## src/rtl/mob_pkg.sv

```systemverilog
package mob_pkg;

    localparam int ADDR_W = 32;
    localparam int DATA_W = 32;

    typedef enum logic [1:0] {
        MT_NORMAL     = 2'd0,
        MT_DEVICE     = 2'd1,
        MT_STRONG     = 2'd2,
        MT_STRONG_ALT = 2'd3
    } mtype_e;

    typedef struct packed {
        logic [ADDR_W-1:0] addr;
        logic              write;
        logic [DATA_W-1:0] data;
        mtype_e            mt;
        logic              share;
    } acc_t;

    function automatic logic is_strong(mtype_e m);
        return (m == MT_STRONG) || (m == MT_STRONG_ALT);
    endfunction

    // Strongly-ordered collapses to a single code and is always shareable
    function automatic acc_t normalize(acc_t a);
        acc_t r;
        r = a;
        if (is_strong(a.mt)) begin
            r.mt    = MT_STRONG;
            r.share = 1'b1;
        end
        return r;
    endfunction

    // May a blocking access go ahead of what the buffer currently holds?
    function automatic logic may_bypass(acc_t p, logic dev_ns, logic dev_sh);
        case (p.mt)
            MT_NORMAL: return 1'b1;
            MT_DEVICE: return p.share ? !dev_sh : !dev_ns;
            default:   return !(dev_ns || dev_sh);
        endcase
    endfunction

endpackage

```

## src/rtl/mob_post_fifo.sv

```systemverilog
module mob_post_fifo
    import mob_pkg::*;
#(
    parameter int DEPTH = 4
) (
    input  logic              clk,
    input  logic              rst,
    input  logic              push,
    input  acc_t              push_acc,
    input  logic              pop,
    output acc_t              head,
    output logic              full,
    output logic              empty,
    input  logic [ADDR_W-1:0] lk_addr,
    output logic              lk_hit,
    output logic [DATA_W-1:0] lk_data,
    output logic              dev_ns,
    output logic              dev_sh
);
    localparam int PTR_W = $clog2(DEPTH);
    localparam int CNT_W = $clog2(DEPTH + 1);

    acc_t             slots [DEPTH];
    logic [PTR_W-1:0] rd_ptr, wr_ptr;
    logic [CNT_W-1:0] count;

    always_ff @(posedge clk) begin
        if (rst) begin
            rd_ptr <= '0;
            wr_ptr <= '0;
            count  <= '0;
        end else begin
            if (push) begin
                slots[wr_ptr] <= push_acc;
                wr_ptr        <= wr_ptr + 1'b1;
            end
            if (pop) rd_ptr <= rd_ptr + 1'b1;
            case ({push, pop})
                2'b10:   count <= count + 1'b1;
                2'b01:   count <= count - 1'b1;
                default: count <= count;
            endcase
        end
    end

    assign head  = slots[rd_ptr];
    assign full  = (count == CNT_W'(DEPTH));
    assign empty = (count == '0);

    // Scan oldest to youngest; later matches override earlier ones
    always_comb begin
        lk_hit  = 1'b0;
        lk_data = '0;
        dev_ns  = 1'b0;
        dev_sh  = 1'b0;
        for (int k = 0; k < DEPTH; k++) begin
            if (CNT_W'(k) < count) begin
                if (slots[rd_ptr + PTR_W'(k)].addr == lk_addr) begin
                    lk_hit  = 1'b1;
                    lk_data = slots[rd_ptr + PTR_W'(k)].data;
                end
                if (slots[rd_ptr + PTR_W'(k)].mt == MT_DEVICE) begin
                    if (slots[rd_ptr + PTR_W'(k)].share) dev_sh = 1'b1;
                    else                                 dev_ns = 1'b1;
                end
            end
        end
    end

endmodule

```

## src/rtl/mob_issue_sel.sv

```systemverilog
module mob_issue_sel
    import mob_pkg::*;
(
    input  logic bus_busy,
    input  logic pend_valid,
    input  logic pend_issued,
    input  acc_t pend,
    input  logic fifo_empty,
    input  acc_t head,
    input  logic dev_ns,
    input  logic dev_sh,
    output logic launch,
    output logic launch_pend,
    output acc_t launch_acc
);
    logic pend_ok;

    assign pend_ok     = pend_valid && !pend_issued && may_bypass(pend, dev_ns, dev_sh);
    assign launch_pend = !bus_busy && pend_ok;
    assign launch      = !bus_busy && (pend_ok || !fifo_empty);
    assign launch_acc  = pend_ok ? pend : head;

endmodule

```

## src/rtl/mem_order_buf.sv

```systemverilog
module mem_order_buf
    import mob_pkg::*;
#(
    parameter int DEPTH = 4
) (
    input  logic        clk,
    input  logic        rst,
    input  logic        req_valid,
    output logic        req_ready,
    input  logic [31:0] req_addr,
    input  logic        req_write,
    input  logic [31:0] req_wdata,
    input  logic [1:0]  req_mtype,
    input  logic        req_share,
    input  logic        req_fetch,
    input  logic        req_xn,
    output logic        rsp_valid,
    output logic [31:0] rsp_rdata,
    output logic        xn_fault,
    output logic        bus_valid,
    input  logic        bus_ready,
    output logic [31:0] bus_addr,
    output logic        bus_write,
    output logic [31:0] bus_wdata,
    output logic [1:0]  bus_mtype,
    output logic        bus_share,
    input  logic [31:0] bus_rdata
);
    acc_t              in_acc, pend_q, bus_q, head, launch_acc;
    logic              pend_valid, pend_issued, bus_is_pend;
    logic              fifo_full, fifo_empty, lk_hit, dev_ns, dev_sh;
    logic [DATA_W-1:0] lk_data;
    logic              accept, xn_hit, do_post, do_fwd, do_pend;
    logic              launch, launch_pend, bus_done;

    always_comb begin
        in_acc.addr  = req_addr;
        in_acc.write = req_write && !req_fetch;
        in_acc.data  = req_wdata;
        in_acc.mt    = mtype_e'(req_mtype);
        in_acc.share = req_share;
        in_acc       = normalize(in_acc);
    end

    assign req_ready = !fifo_full && !pend_valid;
    assign accept    = req_valid && req_ready;
    assign xn_hit    = req_fetch && req_xn;
    assign do_post   = accept && !xn_hit && in_acc.write && !is_strong(in_acc.mt);
    assign do_fwd    = accept && !xn_hit && !in_acc.write && (in_acc.mt == MT_NORMAL) && lk_hit;
    assign do_pend   = accept && !xn_hit && !do_post && !do_fwd;
    assign bus_done  = bus_valid && bus_ready;

    mob_post_fifo #(.DEPTH(DEPTH)) u_fifo (
        .clk      (clk),
        .rst      (rst),
        .push     (do_post),
        .push_acc (in_acc),
        .pop      (launch && !launch_pend),
        .head     (head),
        .full     (fifo_full),
        .empty    (fifo_empty),
        .lk_addr  (req_addr),
        .lk_hit   (lk_hit),
        .lk_data  (lk_data),
        .dev_ns   (dev_ns),
        .dev_sh   (dev_sh)
    );

    mob_issue_sel u_sel (
        .bus_busy    (bus_valid),
        .pend_valid  (pend_valid),
        .pend_issued (pend_issued),
        .pend        (pend_q),
        .fifo_empty  (fifo_empty),
        .head        (head),
        .dev_ns      (dev_ns),
        .dev_sh      (dev_sh),
        .launch      (launch),
        .launch_pend (launch_pend),
        .launch_acc  (launch_acc)
    );

    always_ff @(posedge clk) begin
        if (rst) begin
            pend_valid  <= 1'b0;
            pend_issued <= 1'b0;
            pend_q      <= '0;
            bus_valid   <= 1'b0;
            bus_is_pend <= 1'b0;
            bus_q       <= '0;
            rsp_valid   <= 1'b0;
            rsp_rdata   <= '0;
            xn_fault    <= 1'b0;
        end else begin
            xn_fault  <= accept && xn_hit;
            rsp_valid <= do_fwd || (bus_done && bus_is_pend);
            if (do_fwd)                       rsp_rdata <= lk_data;
            else if (bus_done && bus_is_pend) rsp_rdata <= bus_rdata;

            if (do_pend) begin
                pend_valid <= 1'b1;
                pend_q     <= in_acc;
            end

            if (launch) begin
                bus_valid   <= 1'b1;
                bus_q       <= launch_acc;
                bus_is_pend <= launch_pend;
                if (launch_pend) pend_issued <= 1'b1;
            end else if (bus_done) begin
                bus_valid <= 1'b0;
                if (bus_is_pend) begin
                    pend_valid  <= 1'b0;
                    pend_issued <= 1'b0;
                end
            end
        end
    end

    assign bus_addr  = bus_q.addr;
    assign bus_write = bus_q.write;
    assign bus_wdata = bus_q.data;
    assign bus_mtype = bus_q.mt;
    assign bus_share = bus_q.share;

endmodule

```

## config.mk

```make
export PLATFORM = sky130hd
export DESIGN_NAME = mem_order_buf
export DESIGN_NICKNAME = d
export VERILOG_FILES = /design/src/rtl/mob_pkg.sv /design/src/rtl/mob_post_fifo.sv /design/src/rtl/mob_issue_sel.sv /design/src/rtl/mem_order_buf.sv
export SDC_FILE = /design/constraint.sdc
export NUM_CORES = 1
export LEC_CHECK = 0
export ABC_AREA = 1
export BUFFER_PORTS_ARGS = -buffer_cell sky130_fd_sc_hd__buf_2
export CAP_MARGIN = 20
export CORE_ASPECT_RATIO = 2
export CORE_MARGIN = 2
export CORE_UTILIZATION = 25
export CTS_CLUSTER_DIAMETER = 80
export CTS_CLUSTER_SIZE = 20
export DETAILED_ROUTE_END_ITERATION = 8
export HOLD_SLACK_MARGIN = 0.06
export RECOVER_POWER = 25
export SYNTH_ARGS = -nofsm -noshare
export SYNTH_HDL_FRONTEND = slang
export SYNTH_SLANG_ARGS = --single-unit
```

## constraint.sdc

```tcl
create_clock -name clk -period 6.8 [get_ports clk]
set_input_delay 1.36 -clock clk [delete_from_list [all_inputs] [get_ports clk]]
set_output_delay 1.36 -clock clk [all_outputs]
set_load 0.01 [all_outputs]
```

Word-level counts from Yosys, hierarchy flattened
Memory sizes are Yosys's and may differ from the RTL's. A register that Yosys moved wholly into a read port is not among the register bits. Cells that the tools add are included.

Logic and storage cells: 158. Flip-flop bits (word level): 181. Memories: 1. Memory bits (writable): 272. Output and inout port bits: 104. Input port bits: 106.

$add $sub $neg: 6. $lt $le $gt $ge: 4. Mux-type cells: 62. Reduce and logical (&&, ||, !) cells: 48. Equal/unequal tests: 17.

Memory list: u_fifo.slots (words 4, width 68, rd ports 4, clocked after Yosys merged registers in 1, write ports 1, line mob_post_fifo.sv:23) `acc_t slots [DEPTH];`.

Operators with widths (count): 32-bit 2-to-1 mux (10); 32-bit == test (4); 68-bit 2-to-1 mux (1); 1-bit 2-to-1 mux (46); 1-bit logical AND (20); 1-bit zero test (15); 2-bit by 1-bit == test with 1-bit output, second input constant (6); 2-bit == test, second input constant (5); 2-bit nonzero test (4); 1-bit by 3-bit < comparator with 1-bit output, first input constant (2); 2-bit by 3-bit < comparator with 1-bit output, first input constant (2); 3-bit one-hot mux with 2 select lines (1); 1-bit logical OR (5); 2-bit by 1-bit adder with 2-bit output, second input constant (2); 2-bit adder, second input constant (2); 2-bit zero test (2); 2-bit 2-to-1 mux (2); 3-bit by 1-bit adder with 3-bit output, second input constant (1); 3-bit == test, second input constant (1); 3-bit zero test (1); 3-bit 2-to-1 mux (1); 3-bit AND reduction (1); 3-bit by 1-bit subtractor with 3-bit output, second input constant (1); 2-bit by 1-bit inequality test with 1-bit output, second input constant (1); 1-bit one-hot mux with 2 select lines (1).

Longest topological paths before layout
Gate-level depths: netlist of run 1.

Depth after elaboration: 21. Depth in mapped cells: 24. Depth with buffers taken out: 19.

Hierarchy
Synthesis of run 1 repeated with hierarchy kept, for this count alone.

Cells, all modules: 3789. Area total of the unflattened synthesis: 26761.9 µm².

By module, submodules not included: mob_post_fifo (cells an instance 2618, area each 18729.2 µm², seq. area each 8348.0 µm², times used 1); mem_order_buf (cells an instance 923, area each 6874.1 µm², seq. area each 3483.3 µm², times used 1); mob_issue_sel (cells an instance 248, area each 1158.6 µm², seq. area each 0.0 µm², times used 1).

Worst setup path after synthesis of run 1
OpenSTA, ideal clock, no wires.

Path kind: input to register. Start: in req_valid. End: mem u_fifo.slots[0][0] (netlist bit) (enable). Slack: 1376 ps. Library setup time: 494 ps. Data arrival time: 4930 ps. Data required time: 6306 ps. Stages on the path: 6. Buffers on the path: 0. Path through: nand2_1 > a21oi_1 > nand2_1 > nor2_1 > nand2_1 > nor2_1.

Word-level cells in the longest chain between the ends: 7.

Ends and longest elaborated chain: from (decl) (line mem_order_buf.sv:8) `input logic req_valid,`; 1-bit logical AND (line mem_order_buf.sv:46) `assign accept = req_valid && req_ready;`; 1-bit logical AND (3 in a row) (line mem_order_buf.sv:48) `assign do_post = accept && !xn_hit && in_acc.write && !is_strong(in_acc.mt);`; 1-bit 2-to-1 mux (line mob_post_fifo.sv:33) `if (push) begin`; 1-bit 2-to-1 mux (line mob_post_fifo.sv:28) `if (rst) begin`; 1-bit 2-to-1 mux (implied by the code) (line mob_post_fifo.sv:34) `slots[wr_ptr] <= push_acc;`; to (decl) (line mob_post_fifo.sv:23).

No other way between the ends.

Worst setup path in the final report of run 1
Start: reg u_fifo.count[0]. End: mem u_fifo.slots[1][8] (netlist bit) (enable).

Word-level cells in the longest chain between the ends: 10.

Ends and longest elaborated chain: from (decl) (line mob_post_fifo.sv:25) `logic [CNT_W-1:0] count;`; from (signal assigned) (line mob_post_fifo.sv:39) `2'b10: count <= count + 1'b1;`; from (signal assigned) (line mob_post_fifo.sv:40) `2'b01: count <= count - 1'b1;`; from (signal assigned) (line mob_post_fifo.sv:41) `default: count <= count;`; 3-bit == test (line mob_post_fifo.sv:47) `assign full = (count == CNT_W'(DEPTH));`; 1-bit zero test (line mem_order_buf.sv:45) `assign req_ready = !fifo_full && !pend_valid;`; 1-bit logical AND (line mem_order_buf.sv:45); 1-bit logical AND (line mem_order_buf.sv:46); 1-bit logical AND (3 in a row) (line mem_order_buf.sv:48); 1-bit 2-to-1 mux (line mob_post_fifo.sv:33); 1-bit 2-to-1 mux (line mob_post_fifo.sv:28); 1-bit 2-to-1 mux (implied by the code) (line mob_post_fifo.sv:34).

No other way between the ends.

==> out/qor.csv, run 1 <==
metric,value,unit
status,finished clean,
crit end category,register,
pwr/cell area,322.6,nW/um^2
hpwl dp,77.90,mm
Post-Synth Adder-Cell Area,0.004263,
CP Buf/Inv Count,2,
crit-path cells,inv_1 > ha_1 > a21oi_1 > nand2_1 > a21oi_1 > nand2_1 > nor2_1 > nand2_1 > nor2_4 > buf_4,
final worst slack,1842,ps
Static Leak,12.64,nW
Clock Skew,48.88,ps
CTS root buf,clkbuf_16,
Post-Synthesis Mean Instance Area,6.856,um^2
Bufs on Longest Clock Path,3,
main combinational cell family by area after synthesis,simple AND/OR/NAND/NOR gates,
clock power share,0.197,
period utilization,0.7292,
Syn Nets,3968,
fmax,0.2017,GHz
compound-cell area share of the yosys netlist,0.1338,
worst-margin pin slew,1143,ps
RSZ-0062 raised after global routing,false,
Crit Path Category,reg -> reg,
io pins,210,
Post-CTS Setup Bufs,0,
Starting Density,0.2519,
Post-Route WL,113.6,mm
mux share of post-synthesis cell area,0.0003789,
headroom to the max-slew limit,0.2364,
antenna violations before repair,25,
Synth Area in Simple Gates,0.3383,
DP Area,28700,um^2
pin count of the biggest net entering global routing,98,
"slowest stage delay, CP",980,ps
Worst EP arrival,5270,ps
synthesized area,26420,um^2
startpoint types,register,
pre-CTS setup slack,1931,ps
switching share of power,0.4584,
1st-pass router iterations,8,
Hold Path Class,reg -> reg,
clock latency on the worst-skew pair,650,ps
CTS buffer count,28,
CP top delay family,simple AND/OR/NAND/NOR gates,
"Distinct cells, synth",31,
Setup TNS,0,ps
"Reg clk slew, reported paths",90,ps
CTS sink cnt,455,
final slew viol count,0,
Die Y,463.7,um
via count,26650,
Max Cap Violations,0,
Slowest cell on crit path,nor2_4,
DR iter-0 viols,2558,
"most used cell, CP",nand2_1,
first-pass GRT wire length,163.6,mm
GRT Overall Usage,0.2042,
CTS tree,built,
combinational power share,0.450,
switching power summed over all nets,4.370,mW
CTS resizes,0,
Final Instance Area,29550,um^2
drt wl/cell,21.43,um
vias in the first global route,25070,
XOR/XNOR share of the synthesized area,0.003978,
final setup fails,0,
"flops & latches, synth",455,
Nets,4024,
register area share after synthesis,0.4479,
GR Overflow Total,0,
vias per cell,5.026,
port bufs,209,
layout cells sized above 1,0.07886,
minimum clock period,4958,ps
Core Box Area,104900,um^2
Area Growth Syn to Fin,11.87,%
hold_ws,462.2,ps
Row Count,168,
Pint,5.165,mW
H-tree levels,1,
Die ar.,108400,um^2
final hold violations,0,
Yosys warning total,0,
CP required,7110,ps
peak supply drop,0.2509,mV
Die Wd,233.9,um
GPL Wtd Cong,1.006,
Post-Synthesis Cells,3853,
register share of total power,0.353,
worst-path fanout max,25,
number of remaining DRC errors,0,
CTS Hold Bufs,0,
post-route ant nets,0,
## through the flow
stage / util / power, mW / instances
2_1_floorplan: - / 6.025 / 3853
3_3_place_gp: 0.2733 / 7.615 / 5237
3_5_place_dp: 0.2736 / 7.647 / 5238
4_1_cts: 0.2820 / 9.518 / 5290
5_1_grt: 0.2816 / 10.11 / 5294
6_report: 0.2818 / 9.535 / 5301
## layer usage
metal  part of all wire  GRT usage  vias up  wire, um
met5             0.0013          0        -       151
met4              0.081     0.1442       26      9176
met3              0.080    0.04019      375      9107
met2               0.49     0.3566     1286     55310
met1               0.35     0.2171    12320     39840
li1                   -          -    12640         -
## logic make-up after synthesis
group	count (synthesis)
AOI/OAI and AO/OA	668
adders and majority gates	9
muxes	1
xor gates and xnor gates	12
buffers and inverters	450
and+or+nand+nor	2258
DFF	455
## layout by cell type (no fill, tap or decap), types with 4 or more instances in the layout
master and instances:
a21oi_1 285, a221oi_1 32, a22oi_1 5, buf_12 7, buf_2 155, buf_4 45
clkbuf_1 69, clkbuf_16 31, dfxtp_1 180, diode_2 10, edfxtp_1 272, ha_1 9
inv_1 207, nand2_1 1686, nand2_4 4, nand3_1 256, nand4_1 10, nor2_1 250
nor2_2 4, nor2_4 7, o21ai_0 281, o21ai_1 24, o22ai_1 36, or2_2 33
xor2_1 12
## worst paths after layout
kind	from	to	slack, ps	cells past startpoint
worst max register to register	u_fifo.count[0]	u_fifo.slots[1][8]	1840	10
worst min register to register	bus_wdata[12]	bus_wdata[12]	460	2
worst min-delay path	bus_wdata[12]	bus_wdata[12]	460	2
worst max-delay path	u_fifo.count[0]	u_fifo.slots[1][8]	1840	10
## layout make-up
| class | count | area, um^2 |
|---|---|---|
| repair buffers | 262 | 1491 |
| fillers | 11440 | 75340 |
| inverters | 214 | 812.0 |
| flip-flops and latches | 455 | 11840 |
| clock buffers | 47 | 835.8 |
| well taps | 1360 | 1702 |
| multi-input cells | 2948 | 12800 |
| clock inverters | 5 | 43.79 |
| diodes | 10 | 25.02 |
## worst reg2reg max path, delay by kind of cell (launching register included)
kind	cells	cell delay [ps]
buffers and inverters	2	560
AOI/OAI and AO/OA	2	1290
DFF	1	430
adders and majority gates	1	220
and+or+nand+nor	5	2130
## cells in the mapped netlist
library cell  instances  area share
mux2i_1               1     0.00038
a21oi_1             286       0.054
buf_1                16      0.0023
o211ai_1              2     0.00057
nand3_2               1     0.00038
buf_6                 5      0.0021
nor3_1                2     0.00038
o2111ai_1             1     0.00033
o221ai_1              1     0.00033
nor2_1              258       0.037
nor2_2                3     0.00071
o22ai_1              36      0.0085
buf_2                71       0.013
nand3_1             258       0.049
xor2_1               12      0.0040
edfxtp_1            272        0.31
o21ai_1              24      0.0045
a22oi_1               5      0.0014
buf_4                18      0.0051
inv_4                 2     0.00047
o21ai_0             281       0.053
a221oi_1             32       0.011
nand2_1            1687        0.24
nand2_2               6      0.0014
inv_2                 3     0.00043
nand4_1              10      0.0024
dfxtp_1             183        0.14
or2_2                33      0.0078
ha_1                  9      0.0043
inv_1               209       0.030
clkbuf_1            126       0.018
## sequential cells by signal (all words and copies together), names as in the netlist, 2 cells and up, named ones only
| signal | cells |
|---|---|
| bus_mtype | 2 |
| rsp_rdata | 32 |
| bus_addr | 32 |
| bus_wdata | 32 |
| u_fifo.wr_ptr | 2 |
| pend_q | 68 |
| u_fifo.rd_ptr | 2 |
| u_fifo.count | 3 |
| u_fifo.slots | 272 |
## power groups by stage
stage	combinational (mW)	sequential, mW	clock, mW
after floorplan	2.63	3.40	0
after global placement	4.19	3.42	0
after detailed placement	4.22	3.42	0
after CTS	4.24	3.36	1.92
after global routing	4.71	3.40	2.00
final	4.29	3.37	1.88
No activity file was read; power rests on OpenSTA's default activity.
==> run 2: changes to the inputs <==
==> constraint.sdc (replaced) <==
create_clock -name clk -period 4.29 [get_ports clk]
set_input_delay 0.858 -clock clk [delete_from_list [all_inputs] [get_ports clk]]
set_output_delay 0.858 -clock clk [all_outputs]
set_load 0.01 [all_outputs]
==> run 2 against run 1 <==
  * Fmax rose by 20%
  * Count of clock-buffer cells in the layout fell by 2
  * Clock skew fell by 22 ps
  * First-iteration DRC count fell by 8.0%
  * Via count rose by 0.85%
  * Register-to-register slack got worse by 1700 ps
  * Power rose by 60%
  * Largest cell class unchanged
  * Worst setup slack got worse by 1700 ps
  * Utilization rose by 0.35 points
==> out/qor.csv, run 2 (synthesized netlist as in run 1, its figures left out) <==
metric,value,unit,change
GRT Overall Usage,0.2045,,was 0.2042
CTS Hold Bufs,0,,unchanged
Clock Skew,26.63,ps,was 48.88 ps
Setup TNS,0,ps,unchanged
headroom to the max-slew limit,0.2181,,was 0.2364
post-route ant nets,0,,unchanged
io pins,210,,unchanged
status,finished clean,,unchanged
Static Leak,12.82,nW,was 12.64 nW
CTS tree,built,,unchanged
GR Overflow Total,0,,unchanged
Row Count,168,,unchanged
number of remaining DRC errors,0,,unchanged
peak supply drop,0.3836,mV,was 0.2509 mV
RSZ-0062 raised after global routing,false,,unchanged
Largest Register,u_fifo.slots,,unchanged
placed cells,5266,,was 5238
vias in the first global route,25340,,was 25070
CTS sink cnt,455,,unchanged
Die Wd,233.9,um,unchanged
max reg flops,272,,unchanged
pwr/cell area,509.2,nW/um^2,was 322.6 nW/um^2
startpoint types,register,,unchanged
1st-pass router iterations,9,,was 8
Worst EP arrival,4650,ps,was 5270 ps
Post-Route WL,113.9,mm,was 113.6 mm
final slew viol count,0,,unchanged
GPL Wtd Cong,1.049,,was 1.006
"commonest non-fill, non-tap cell in the layout",nand2_1,,unchanged
Slowest cell on crit path,buf_4,,was nor2_4
Hold Path Class,reg -> reg,,unchanged
worst-margin pin slew,1173,ps,was 1143 ps
Starting Density,0.2519,,unchanged
Worst R2R Setup Slack,150,ps,was 1840 ps
hold_ws,455.2,ps,was 462.2 ps
Reg2Reg Depth,17,,was 10
worst-path fanout max,97,,was 25
CTS root buf,clkbuf_16,,unchanged
CP required,4800,ps,was 7110 ps
largest registers,"u_fifo.slots x272, pend_q x68",,unchanged
worst hold stages,2,,unchanged
"slowest stage delay, CP",490,ps,was 980 ps
r2r startpoint,u_fifo.rd_ptr[0],,was u_fifo.count[0]
"most used cell, CP",nand2_1,,unchanged
via count,26870,,was 26650
final hold violations,0,,unchanged
DR iter-0 viols,2354,,was 2558
clock latency on the worst-skew pair,650,ps,about the same
"Endpoint, Worst Hold",pend_q[35],,was bus_wdata[12]
pin count of the biggest net entering global routing,148,,was 98
crit end category,register,,unchanged
"non-filler cells, final",5332,,was 5301
end of the worst register-to-register path,rsp_rdata[6],,was u_fifo.slots[1][8]
"Reg clk slew, reported paths",90,ps,about the same
final setup fails,0,,unchanged
Core Box Area,104900,um^2,unchanged
layout cells sized above 1,0.08636,,was 0.07886
Crit Path Category,reg -> reg,,unchanged
most frequent cells in the layout,"nand2_1 (1686), a21oi_1 (284), o21ai_0 (281)",,"was nand2_1 (1686), a21oi_1 (285), o21ai_0 (281)"
minimum clock period,4137,ps,was 4958 ps
drt wl/cell,21.36,um,was 21.43 um
crit-path cells,inv_4 > nand2_1 > buf_4 > inv_1 > nand2_1 > nand3_1 > o211ai_1 > nor2_1 > nand3_1 > nor2_4 > nor2_1 > nand2_1 > nand2_4 > buf_12 > o21ai_0 > nand2_1 > a21oi_1,,was inv_1 > ha_1 > a21oi_1 > nand2_1 > a21oi_1 > nand2_1 > nor2_1 > nand2_1 > nor2_4 > buf_4
hpwl dp,79.44,mm,was 77.90 mm
final worst slack,153.4,ps,was 1842 ps
fmax,0.2417,GHz,was 0.2017 GHz
Nets,4052,,was 4024
pre-CTS setup slack,29.09,ps,was 1931 ps
Bufs on Longest Clock Path,3,,unchanged
antenna violations before repair,23,,was 25
CP startpoint,u_fifo.rd_ptr[0],,was u_fifo.count[0]
first-pass GRT wire length,164.2,mm,was 163.6 mm
Area Growth Syn to Fin,13.25,%,was 11.87%
CTS buffer count,29,,was 28
Die ar.,108400,um^2,unchanged
port bufs,209,,unchanged
H-tree levels,1,,unchanged
Die Y,463.7,um,unchanged
Max Cap Violations,0,,unchanged
critical hold path startpoint,pend_q[35],,was bus_wdata[12]
period utilization,0.9642,,was 0.7292
post-layout util,0.2852,,was 0.2818
final-layout fill cell count,11430,,was 11440
vias per cell,5.040,,was 5.026
[run 2: cell count changes in the layout (fill, tap and decap cells not counted), sizes merged]
cell and delta:
buf +27, clkinv +2, inv +2, diode +2, clkbuf -2
[run 2: layer usage]
metal	GRT usage	share of wire	vias up
met5	0	0.00094	-
met4	0.1445	0.080	18
met3	0.04031	0.076	348
met2	0.3629	0.50	1213
met1	0.2125	0.35	12590
li1	-	-	12700
[run 2: worst max-delay path by stage]
stage                                endpoint  slack (ps)  depth (start not counted)
after floorplan            u_fifo.slots[0][0]        -770                          9
after global placement    u_fifo.slots[2][14]          50                         10
after detailed placement  u_fifo.slots[2][12]          30                         10
after CTS                  u_fifo.slots[2][4]           3                         10
after global routing          u_fifo.count[2]          20                         20
final                            rsp_rdata[6]         150                         17
[run 2: final cells by class]
| cell class | count | area [um^2] | area share |
|---|---|---|---|
| Inverter | 214 | 812.0 | 0.02714 |
| Clock buffer | 45 | 795.8 | 0.02660 |
| Antenna cell | 12 | 30.03 | 0.001004 |
| Timing Repair Buffer | 289 | 1841 | 0.06152 |
| Multi-Input combinational cell | 2948 | 12810 | 0.4282 |
| Clock inverter | 9 | 87.58 | 0.002927 |
| Sequential cell | 455 | 11840 | 0.3957 |
| Tap cell | 1360 | 1702 | 0.05688 |
[run 2: per-stage QoR]
stage	power (mW)	cell area, um^2
6_report	15.23	29920
2_1_floorplan	9.550	26420
5_1_grt	16.15	29900
3_3_place_gp	12.25	29060
4_1_cts	15.26	29950
3_5_place_dp	12.28	29060
[run 2: critical path: cells and delay by family (launching register included)]
family                 cells  cell delay, ps
and+or+nand+nor           10            1420
buffers and inverters      4            1350
AOI/OAI and AO/OA          3             680
DFF                        1             420
[run 2: power breakdown]
part           internal [mW]  switching (mW)  leakage [nW]
sequential              4.99           0.248          3.94
clock                   1.32            1.66         0.431
combinational           1.98            5.04          8.44
total                   8.29            6.95          12.8
[run 2: what timing repair did]
action / CTS / global route
gates resized for setup: 0 / 3
setup endpoints to repair: 0 / 277
buffers inserted: 0 / 0
